[config.mk]
export PLATFORM = sky130hd
export DESIGN_NAME = adcOutFormatter
export DESIGN_NICKNAME = d
export VERILOG_FILES = /design/src/rtl/adcFmtPkg.sv /design/src/rtl/adcFmtCtrl.sv /design/src/rtl/adcFmtDatapath.sv /design/src/rtl/adcOutFormatter.sv
export SDC_FILE = /design/constraint.sdc
export NUM_CORES = 1
export LEC_CHECK = 0
export ABC_AREA = 1
export BUFFER_PORTS_ARGS = -buffer_cell sky130_fd_sc_hd__buf_2
export CAP_MARGIN = 0
export CORE_AREA = 2 2 90 92
export DETAILED_ROUTE_END_ITERATION = 7
export DIE_AREA = 0 0 92 94
export MAX_ROUTING_LAYER = met4
export PLACE_DENSITY = 0.8
export SKIP_LAST_GASP = 1
export SYNTH_ARGS = -nofsm -noshare
export SYNTH_HDL_FRONTEND = slang
export SYNTH_SLANG_ARGS = --single-unit
[constraint.sdc]
create_clock -name clk -period 1.18 [get_ports clk]
set_input_delay 0.295 -clock clk [delete_from_list [all_inputs] [get_ports clk]]
set_output_delay 0.295 -clock clk [all_outputs]
set_load 0.05 [all_outputs]
[src/rtl/adcFmtPkg.sv]
package adcFmtPkg;

  typedef enum logic [1:0] {
    CODE_OFFSET = 2'b00,
    CODE_TWOS   = 2'b01,
    CODE_GRAY   = 2'b10,
    CODE_SPARE  = 2'b11
  } codeSel_e;

  // Lane settings that must only change on a word boundary
  typedef struct packed {
    logic ddr;
    logic clkInv;
  } laneCfg_t;

  // Strobes from control to datapath
  typedef struct packed {
    logic wordTick;  // this edge is a capture edge
    logic lowHalf;   // current cycle is the first half of a word
  } fmtStrobe_t;

endpackage

[src/rtl/adcFmtCtrl.sv]
module adcFmtCtrl
  import adcFmtPkg::*;
(
  input  logic       clk,
  input  logic       rstN,
  input  laneCfg_t   cfgIn,
  output laneCfg_t   cfgQ,
  output fmtStrobe_t strobe,
  output logic       dataClk
);

  logic phaseQ;

  always_ff @(posedge clk or negedge rstN) begin
    if (!rstN) begin
      phaseQ <= 1'b0;
    end else begin
      phaseQ <= ~phaseQ;
    end
  end

  // Lane settings are taken only at capture edges
  always_ff @(posedge clk or negedge rstN) begin
    if (!rstN) begin
      cfgQ <= '0;
    end else if (!phaseQ) begin
      cfgQ <= cfgIn;
    end
  end

  always_comb begin
    strobe.wordTick = ~phaseQ;
    strobe.lowHalf  = phaseQ;
  end

  assign dataClk = phaseQ ^ cfgQ.clkInv;

endmodule

[src/rtl/adcFmtDatapath.sv]
module adcFmtDatapath
  import adcFmtPkg::*;
#(
  parameter int WIDTH   = 11,
  parameter int LATENCY = 7
) (
  input  logic             clk,
  input  logic             rstN,
  input  logic [WIDTH-1:0] sampleIn,
  input  logic             overIn,
  input  fmtStrobe_t       strobe,
  input  logic [1:0]       codeSel,
  input  logic             invertEn,
  input  logic             laneDdr,
  output logic [WIDTH-1:0] busData,
  output logic             busOvr
);

  localparam int STAGES = LATENCY - 1;
  localparam int LOW_W  = WIDTH / 2;
  localparam logic [WIDTH-1:0] SIGN_BIT = {1'b1, {(WIDTH-1){1'b0}}};

  logic [STAGES-1:0][WIDTH-1:0] pipeData;
  logic [STAGES-1:0]            pipeOvr;
  logic [WIDTH-1:0]             wordQ;
  logic                         ovrQ;
  logic [WIDTH-1:0]             coded;

  for (genvar s = 0; s < STAGES; s++) begin : gStage
    if (s == 0) begin : gHead
      always_ff @(posedge clk or negedge rstN) begin
        if (!rstN) begin
          pipeData[s] <= '0;
          pipeOvr[s]  <= 1'b0;
        end else if (strobe.wordTick) begin
          pipeData[s] <= sampleIn;
          pipeOvr[s]  <= overIn;
        end
      end
    end else begin : gBody
      always_ff @(posedge clk or negedge rstN) begin
        if (!rstN) begin
          pipeData[s] <= '0;
          pipeOvr[s]  <= 1'b0;
        end else if (strobe.wordTick) begin
          pipeData[s] <= pipeData[s-1];
          pipeOvr[s]  <= pipeOvr[s-1];
        end
      end
    end
  end

  function automatic logic [WIDTH-1:0] encode(input logic [WIDTH-1:0] raw,
                                              input logic [1:0] sel);
    case (codeSel_e'(sel))
      CODE_TWOS: encode = raw ^ SIGN_BIT;
      CODE_GRAY: encode = raw ^ (raw >> 1);
      default:   encode = raw;
    endcase
  endfunction

  always_comb begin
    coded = encode(pipeData[STAGES-1], codeSel);
    if (invertEn) coded = ~coded;
  end

  always_ff @(posedge clk or negedge rstN) begin
    if (!rstN) begin
      wordQ <= '0;
      ovrQ  <= 1'b0;
    end else if (strobe.wordTick) begin
      wordQ <= coded;
      ovrQ  <= pipeOvr[STAGES-1];
    end
  end

  always_comb begin
    busData = '0;
    if (!laneDdr) begin
      busData = wordQ;
    end else if (strobe.lowHalf) begin
      busData[LOW_W-1:0] = wordQ[LOW_W-1:0];
    end else begin
      busData[WIDTH-LOW_W-1:0] = wordQ[WIDTH-1:LOW_W];
    end
  end

  assign busOvr = ovrQ;

endmodule

[src/rtl/adcOutFormatter.sv]
module adcOutFormatter
  import adcFmtPkg::*;
#(
  parameter int WIDTH   = 11,
  parameter int LATENCY = 7
) (
  input  logic             clk,
  input  logic             rstN,
  input  logic [WIDTH-1:0] sampleIn,
  input  logic             overIn,
  input  logic [1:0]       codeSel,
  input  logic             invertEn,
  input  logic             ddrEn,
  input  logic             clkInvert,
  output logic [WIDTH-1:0] busData,
  output logic             busOvr,
  output logic             dataClk
);

  laneCfg_t   cfgLive;
  laneCfg_t   cfgQ;
  fmtStrobe_t strobe;

  always_comb begin
    cfgLive.ddr    = ddrEn;
    cfgLive.clkInv = clkInvert;
  end

  adcFmtCtrl i_ctrl (
    .clk     (clk),
    .rstN    (rstN),
    .cfgIn   (cfgLive),
    .cfgQ    (cfgQ),
    .strobe  (strobe),
    .dataClk (dataClk)
  );

  adcFmtDatapath #(.WIDTH(WIDTH), .LATENCY(LATENCY)) i_datapath (
    .clk      (clk),
    .rstN     (rstN),
    .sampleIn (sampleIn),
    .overIn   (overIn),
    .strobe   (strobe),
    .codeSel  (codeSel),
    .invertEn (invertEn),
    .laneDdr  (cfgQ.ddr),
    .busData  (busData),
    .busOvr   (busOvr)
  );

endmodule

==> results of run 1 <==
power breakdown:
part	leakage (nW)	switching, W	internal, W	total [W]
clock	0.107	0.00109	0.00121	0.00230
combinational	1.33	0.000535	0.000317	0.000852
sequential	1.01	0.000116	0.00315	0.00327
registers in the layout (all words and copies together), names as in the netlist:
register and flops:
i_datapath.pipeData 66, i_datapath.busOvr 1, i_ctrl.cfgQ 2, i_ctrl.phaseQ 1, i_datapath.wordQ 11, i_datapath.pipeOvr 6
synthesized netlist by cell type:
master and number:
nor2_4 1, nand3_1 23, o21ai_0 1, buf_2 11, o21ai_1 18, buf_8 1
nor2_1 5, inv_8 1, nand3_2 10, xor2_1 1, o22ai_1 1, buf_6 5
buf_4 8, ha_1 2, dfrtp_1 87, inv_1 21, nand2_2 9, inv_2 1
buf_1 1, nand2_1 280
placed cells by master, fill, tap and decap left out, drive strengths merged:
master       instances
clkinv               2
dfrtp               87
ha                   2
nand2              289
nand3               33
dlygate4sd3          1
bufinv               2
clkbuf              14
clkinvlp             1
o22ai                1
inv                 24
o21ai               19
xor2                 1
buf                 43
nor2                 6
worst paths after layout:
check	from	slack, ps	depth (start not counted)	end
min	sampleIn[6]	110	3	i_datapath.pipeData[6]
max reg2reg	i_ctrl.phaseQ	-30	5	i_datapath.wordQ[0]
max in group asynchronous	rstN	380	3	i_datapath.pipeData[41]
max	i_ctrl.phaseQ	-470	3	dataClk
min reg2reg	i_datapath.pipeData[34]	470	2	i_datapath.pipeData[45]
min in group asynchronous	rstN	350	2	i_datapath.wordQ[7]
critical path: stages (launching register included):
cell	delay, ps
dfrtp_2	450
buf_4	190
xor2_4	180
buf_6	160
area by class of cell:
type	count	area [µm²]	area share, %
clock buffer	10	127.6	2.656
clock inverter	6	93.84	1.953
inverter	23	93.84	1.953
multi-input combinational	351	1635	34.03
sequential	87	2180	45.35
tap	102	127.6	2.656
timing repair buffer	48	548.0	11.40
through the flow:
stage / setup TNS [ps] / power (W) / area (µm²) / setup slack, ps / util [%]
finish: -5094 / 0.006422 / 4806 / -466.3 / 63.17
floorplan: -1481 / 0.003863 / 4091 / -195.3 / -
CTS: -5231 / 0.006460 / 4691 / -469.3 / 61.66
detailed placement: -4420 / 0.004098 / 4312 / -292.7 / 56.68
global route: -6488 / 0.006708 / 4806 / -507.7 / 63.17
global placement: -3676 / 0.004060 / 4312 / -227.4 / 56.68
layer usage:
layer	global-route usage (%)	part of all wire, %
met1	24.69	45
met2	33.58	49
met4	10.07	2.0
met3	3.852	3.9
met5	-	0
cell families after synthesis:
group / after synthesis / share of synthesized area, %
AO/OA/AOI/OAI: 20 / 2.567
XOR/XNOR: 1 / 0.2218
adder cells (fa/ha/maj): 2 / 0.6336
buffers and inverters: 49 / 7.192
flip-flops: 87 / 55.13
AND/OR/NAND/NOR: 328 / 34.25
repair_timing:
| action | CTS | global route |
|---|---|---|
| setup buffers | 0 | 0 |
| setup endpoints to repair | 25 | 69 |
| pin swaps | 2 | 1 |
| hold buffers | 1 | 0 |
| gates cloned | 1 | 4 |
| endpoints found under the hold margin | 13 | 0 |
| gates resized for setup | 37 | 3 |
==> run_results.csv, run 1 <==
group,metric,value,unit
synthesis,yosysTopAreaCellShare,55.13,%
pwr,power.density,1336,nW/µm²
finish,finalNetCount,541,
sta,hold_viol_final,0,
floorplan,die_y,94,µm
worst_hold_path,hp-class,"in -> reg",
setup_path,worstPathArrival,1350,ps
clocking,htree_levels,3,
sta,worst_pin_slew,351.3,ps
drt,firstDrtPassIters,4,
drt,via_per_inst,4.994,
sta,period_minus_slack,1646,ps
run,maxCapViolCount,0,
setup_path,endpoint_kind,"output pin",
pwr,power_leakage,2.448,nW
finish,synthToLayoutAreaGrowth,21.70,%
clocking,clockBufferDepth,2,
placement,gp_congestion,0.8352,
clocking,cts_root_buffer,"clkbuf_8",
synthesis,synth-seq-area-share,55.13,%
floorplan,num_rows,32,
clocking,insertion_delay,370,ps
grt,grt.total_usage,20.51,%
synthesis,yosys-top-cells-area,"dfrtp_1 (55%), nand2_1 (27%), nand3_1 (2.9%)",
clocking,cts_tree,"done",
sta,report.final.slew_viol_count,0,
placement,dp.cells,605,
drt,drc,0,
outcome,status,"complete, but fails checks",
sta,layout_setup_ws,-466.3,ps
synthesis,postSynthAreaPerCell,8.108,µm²
clocking,clock_sinks,87,
setup_path,crit_path_start_kind,"flop",
grt,grt_pass1_vias,3128,
finish,drive_gt1_share,20.19,%
sta,finalSetupViolations,21,
grt,grt_pass1_wl,13.63,mm
placement,io_buffers,31,
setup_path,required,880,ps
floorplan,num_io_pins,32,
pwr,peakVddDrop,0.8395,mV
synthesis,syn_nets,508,
drt,ant_nets,0,
sta,fin_skew,10.26,ps
drt,drt_iter0_markers,278,
synthesis,ys_ff_latch,87,
floorplan,initial_core_util,51.91,%
synthesis,synth.distinct_cells,20,
setup_path,crit_type,"reg -> out",
clocking,cts_buffers,9,
synthesis,syn_area,3949,µm²
sta,post-route-period-util,139.5,%
finish,instances_no_fill,627,
synthesis,syn_inst,487,
clocking,clk_pin_slew_worst_paths,90,ps
placement,detailed_place_hpwl,4.715,mm
synthesis,yosys_warnings,0,
outcome,violations,"setup timing",
finish,diodes,0,
grt,antenna_found_initial,0,
drt,wirelength,8.434,mm
floorplan,coreArea,7607,µm²
floorplan,die_x,92,µm
finish,num-fill-cells,645,
grt,grt.overflow.total,0,
synthesis,synth_top_cell_by_area,"dfrtp_1",
floorplan,dieArea,8648,µm²
sta,rsz0062_at_grt,"yes",
setup_path,path_max_fanout,3,
drt,vias,3131,
sta,fmax,607.4,MHz
sta,holdWs,112.8,ps
grt,grt_max_degree,76,
sta,relSlewSlack,76.55,%
drt,routedWlPerCell,13.45,µm
No activity file was read; power rests on OpenSTA's default activity.
==> run 2: changes to the inputs <==
RECOVER_POWER = 50   (was not set)
==> run_results.csv, run 2 (synthesis gave the netlist of run 1 again) <==
group,metric,value,unit
drt,ant_nets,0,
setup_path,ff2ff_path_depth,5,
worst_hold_path,hp-class,"in -> reg",
clocking,clockBufferDepth,2,
finish,synthToLayoutAreaGrowth,21.10,%
placement,gp_congestion,0.8352,
sta,layout_setup_ws,-464.6,ps
sta,fin_skew,9.345,ps
placement,dpl_cell_area,4312,µm²
floorplan,dieArea,8648,µm²
drt,drt_iter0_markers,251,
floorplan,die_x,92,µm
clocking,cts_root_buffer,"clkbuf_8",
finish,drive_gt1_share,20.19,%
grt,grt_max_degree,76,
drt,firstDrtPassIters,4,
drt,drc,0,
run,maxCapViolCount,0,
worst_hold_path,whs_endpoint,"i_datapath.pipeData[6]",
sta,finalSetupViolations,19,
outcome,violations,"setup timing",
floorplan,num_rows,32,
floorplan,coreArea,7607,µm²
drt,wirelength,8.504,mm
grt,grt_pass1_vias,3128,
sta,report.final.slew_viol_count,0,
sta,relSlewSlack,66.66,%
setup_path,r2r-end,"i_datapath.wordQ[0]",
finish,finalNetCount,541,
grt,grt.overflow.total,0,
pwr,peakVddDrop,0.8407,mV
clocking,clock_sinks,87,
pwr,power.density,1340,nW/µm²
clocking,cts_tree,"done",
setup_path,crit_path_start_kind,"flop",
clocking,htree_levels,3,
clocking,clk_pin_slew_worst_paths,90,ps
outcome,status,"complete, but fails checks",
grt,grt.total_usage,20.51,%
sta,period_minus_slack,1645,ps
placement,io_buffers,31,
worst_hold_path,hold-path-cell-count,3,
sta,hold_viol_final,0,
setup_path,endpoint_kind,"output pin",
clocking,cts_buffers,9,
setup_path,r2r-start,"i_ctrl.phaseQ",
sta,worst_pin_slew,500.0,ps
floorplan,initial_core_util,51.91,%
placement,detailed_place_hpwl,4.715,mm
sta,post-route-period-util,139.4,%
setup_path,crit_type,"reg -> out",
worst_hold_path,hp-start,"sampleIn[6]",
drt,routedWlPerCell,13.56,µm
setup_path,path_max_fanout,3,
drt,vias,3156,
finish,final_common_cell,"nand2_1",
finish,largest_reg_flops,66,
setup_path,worstPathArrival,1350,ps
setup_path,required,880,ps
finish,final_util,62.86,%
setup_path,regToRegSetupSlack,-20,ps
drt,via_per_inst,5.033,
finish,fin_area,4782,µm²
sta,fmax,608.0,MHz
finish,max_flop_register,"i_datapath.pipeData",
finish,diodes,0,
finish,reg_top3,"i_datapath.pipeData: 66 flops, i_datapath.wordQ: 11 flops, i_datapath.pipeOvr: 6 flops",
sta,rsz0062_at_grt,"yes",
pwr,power_leakage,2.440,nW
clocking,insertion_delay,370,ps
floorplan,num_io_pins,32,
grt,antenna_found_initial,0,
grt,grt_pass1_wl,13.63,mm
pwr,power.total,0.006410,W
finish,mostFrequentLayoutCells,"nand2_1 (274), dfrtp_1 (85), nand3_1 (23)",
floorplan,die_y,94,µm
-- run 2: changes by cell type in the layout (fill, tap and decap cells not counted), sizes merged --
cell | before | now
buf | 43 | 42
clkbuf | 14 | 15
-- run 2: power breakdown --
part	switching [W]	total, W	internal (W)
registers	0.000116	0.00327	0.00315
clock network	0.00109	0.00230	0.00121
logic	0.000534	0.000842	0.000308
-- run 2: final cells by class --
type	instances	area (µm²)
Multi-Input combinational cell	351	1635
Clock buffer	10	127.6
Sequential cell	87	2180
Fill cell	649	2825
Inverter	23	93.84
Tap cell	102	127.6
Timing Repair Buffer	48	524.3
Clock inverter	6	93.84
-- run 2: timing repair --
| item | in CTS | in global routing |
|---|---|---|
| pin swaps | 2 | 1 |
| gates resized for setup | 37 | 3 |
| setup endpoints to repair | 25 | 69 |
| hold buffers | 1 | 0 |
| gates cloned | 1 | 4 |
| buffers inserted | 0 | 0 |
| endpoints found under the hold margin | 13 | 0 |
-- run 2: layer usage --
layer / vias to the layer above / track usage (%) / wire length (µm)
met5: - / - / 0
met4: 0 / 10.07 / 172
met3: 17 / 3.852 / 353
met2: 89 / 33.58 / 4171
met1: 1501 / 24.69 / 3807
li1: 1549 / - / -
-- run 2: how the worst max path moves through the flow --
stage	startpoint	to	slack, ps	cells after the start
6_report	i_ctrl.phaseQ	dataClk	-460	3
5_1_grt	i_ctrl.phaseQ	busData[0]	-510	4
3_3_place_gp	codeSel[1]	i_datapath.wordQ[7]	-230	8
2_1_floorplan	i_ctrl.phaseQ	busData[0]	-200	5
4_1_cts	i_ctrl.phaseQ	busData[0]	-470	4
3_5_place_dp	codeSel[1]	i_datapath.wordQ[5]	-290	8
-- run 2: critical path, stage by stage, from the launching register on --
cell	delay, ps
dfrtp_2	450
buf_4	190
xor2_4	180
buf_6	160
-- run 2: metrics by stage --
stage | worst slack (ps) | setup TNS, ps | std cells | hold slack, ps
CTS | -469.3 | -5231 | 623 | 104.3
detailed placement | -292.7 | -4420 | 605 | 196.0
global placement | -227.4 | -3676 | 605 | 197.8
floorplan | -195.3 | -1481 | 487 | -0.5911
finish | -464.6 | -5068 | 627 | 113.0
global route | -507.7 | -6993 | 627 | 118.3
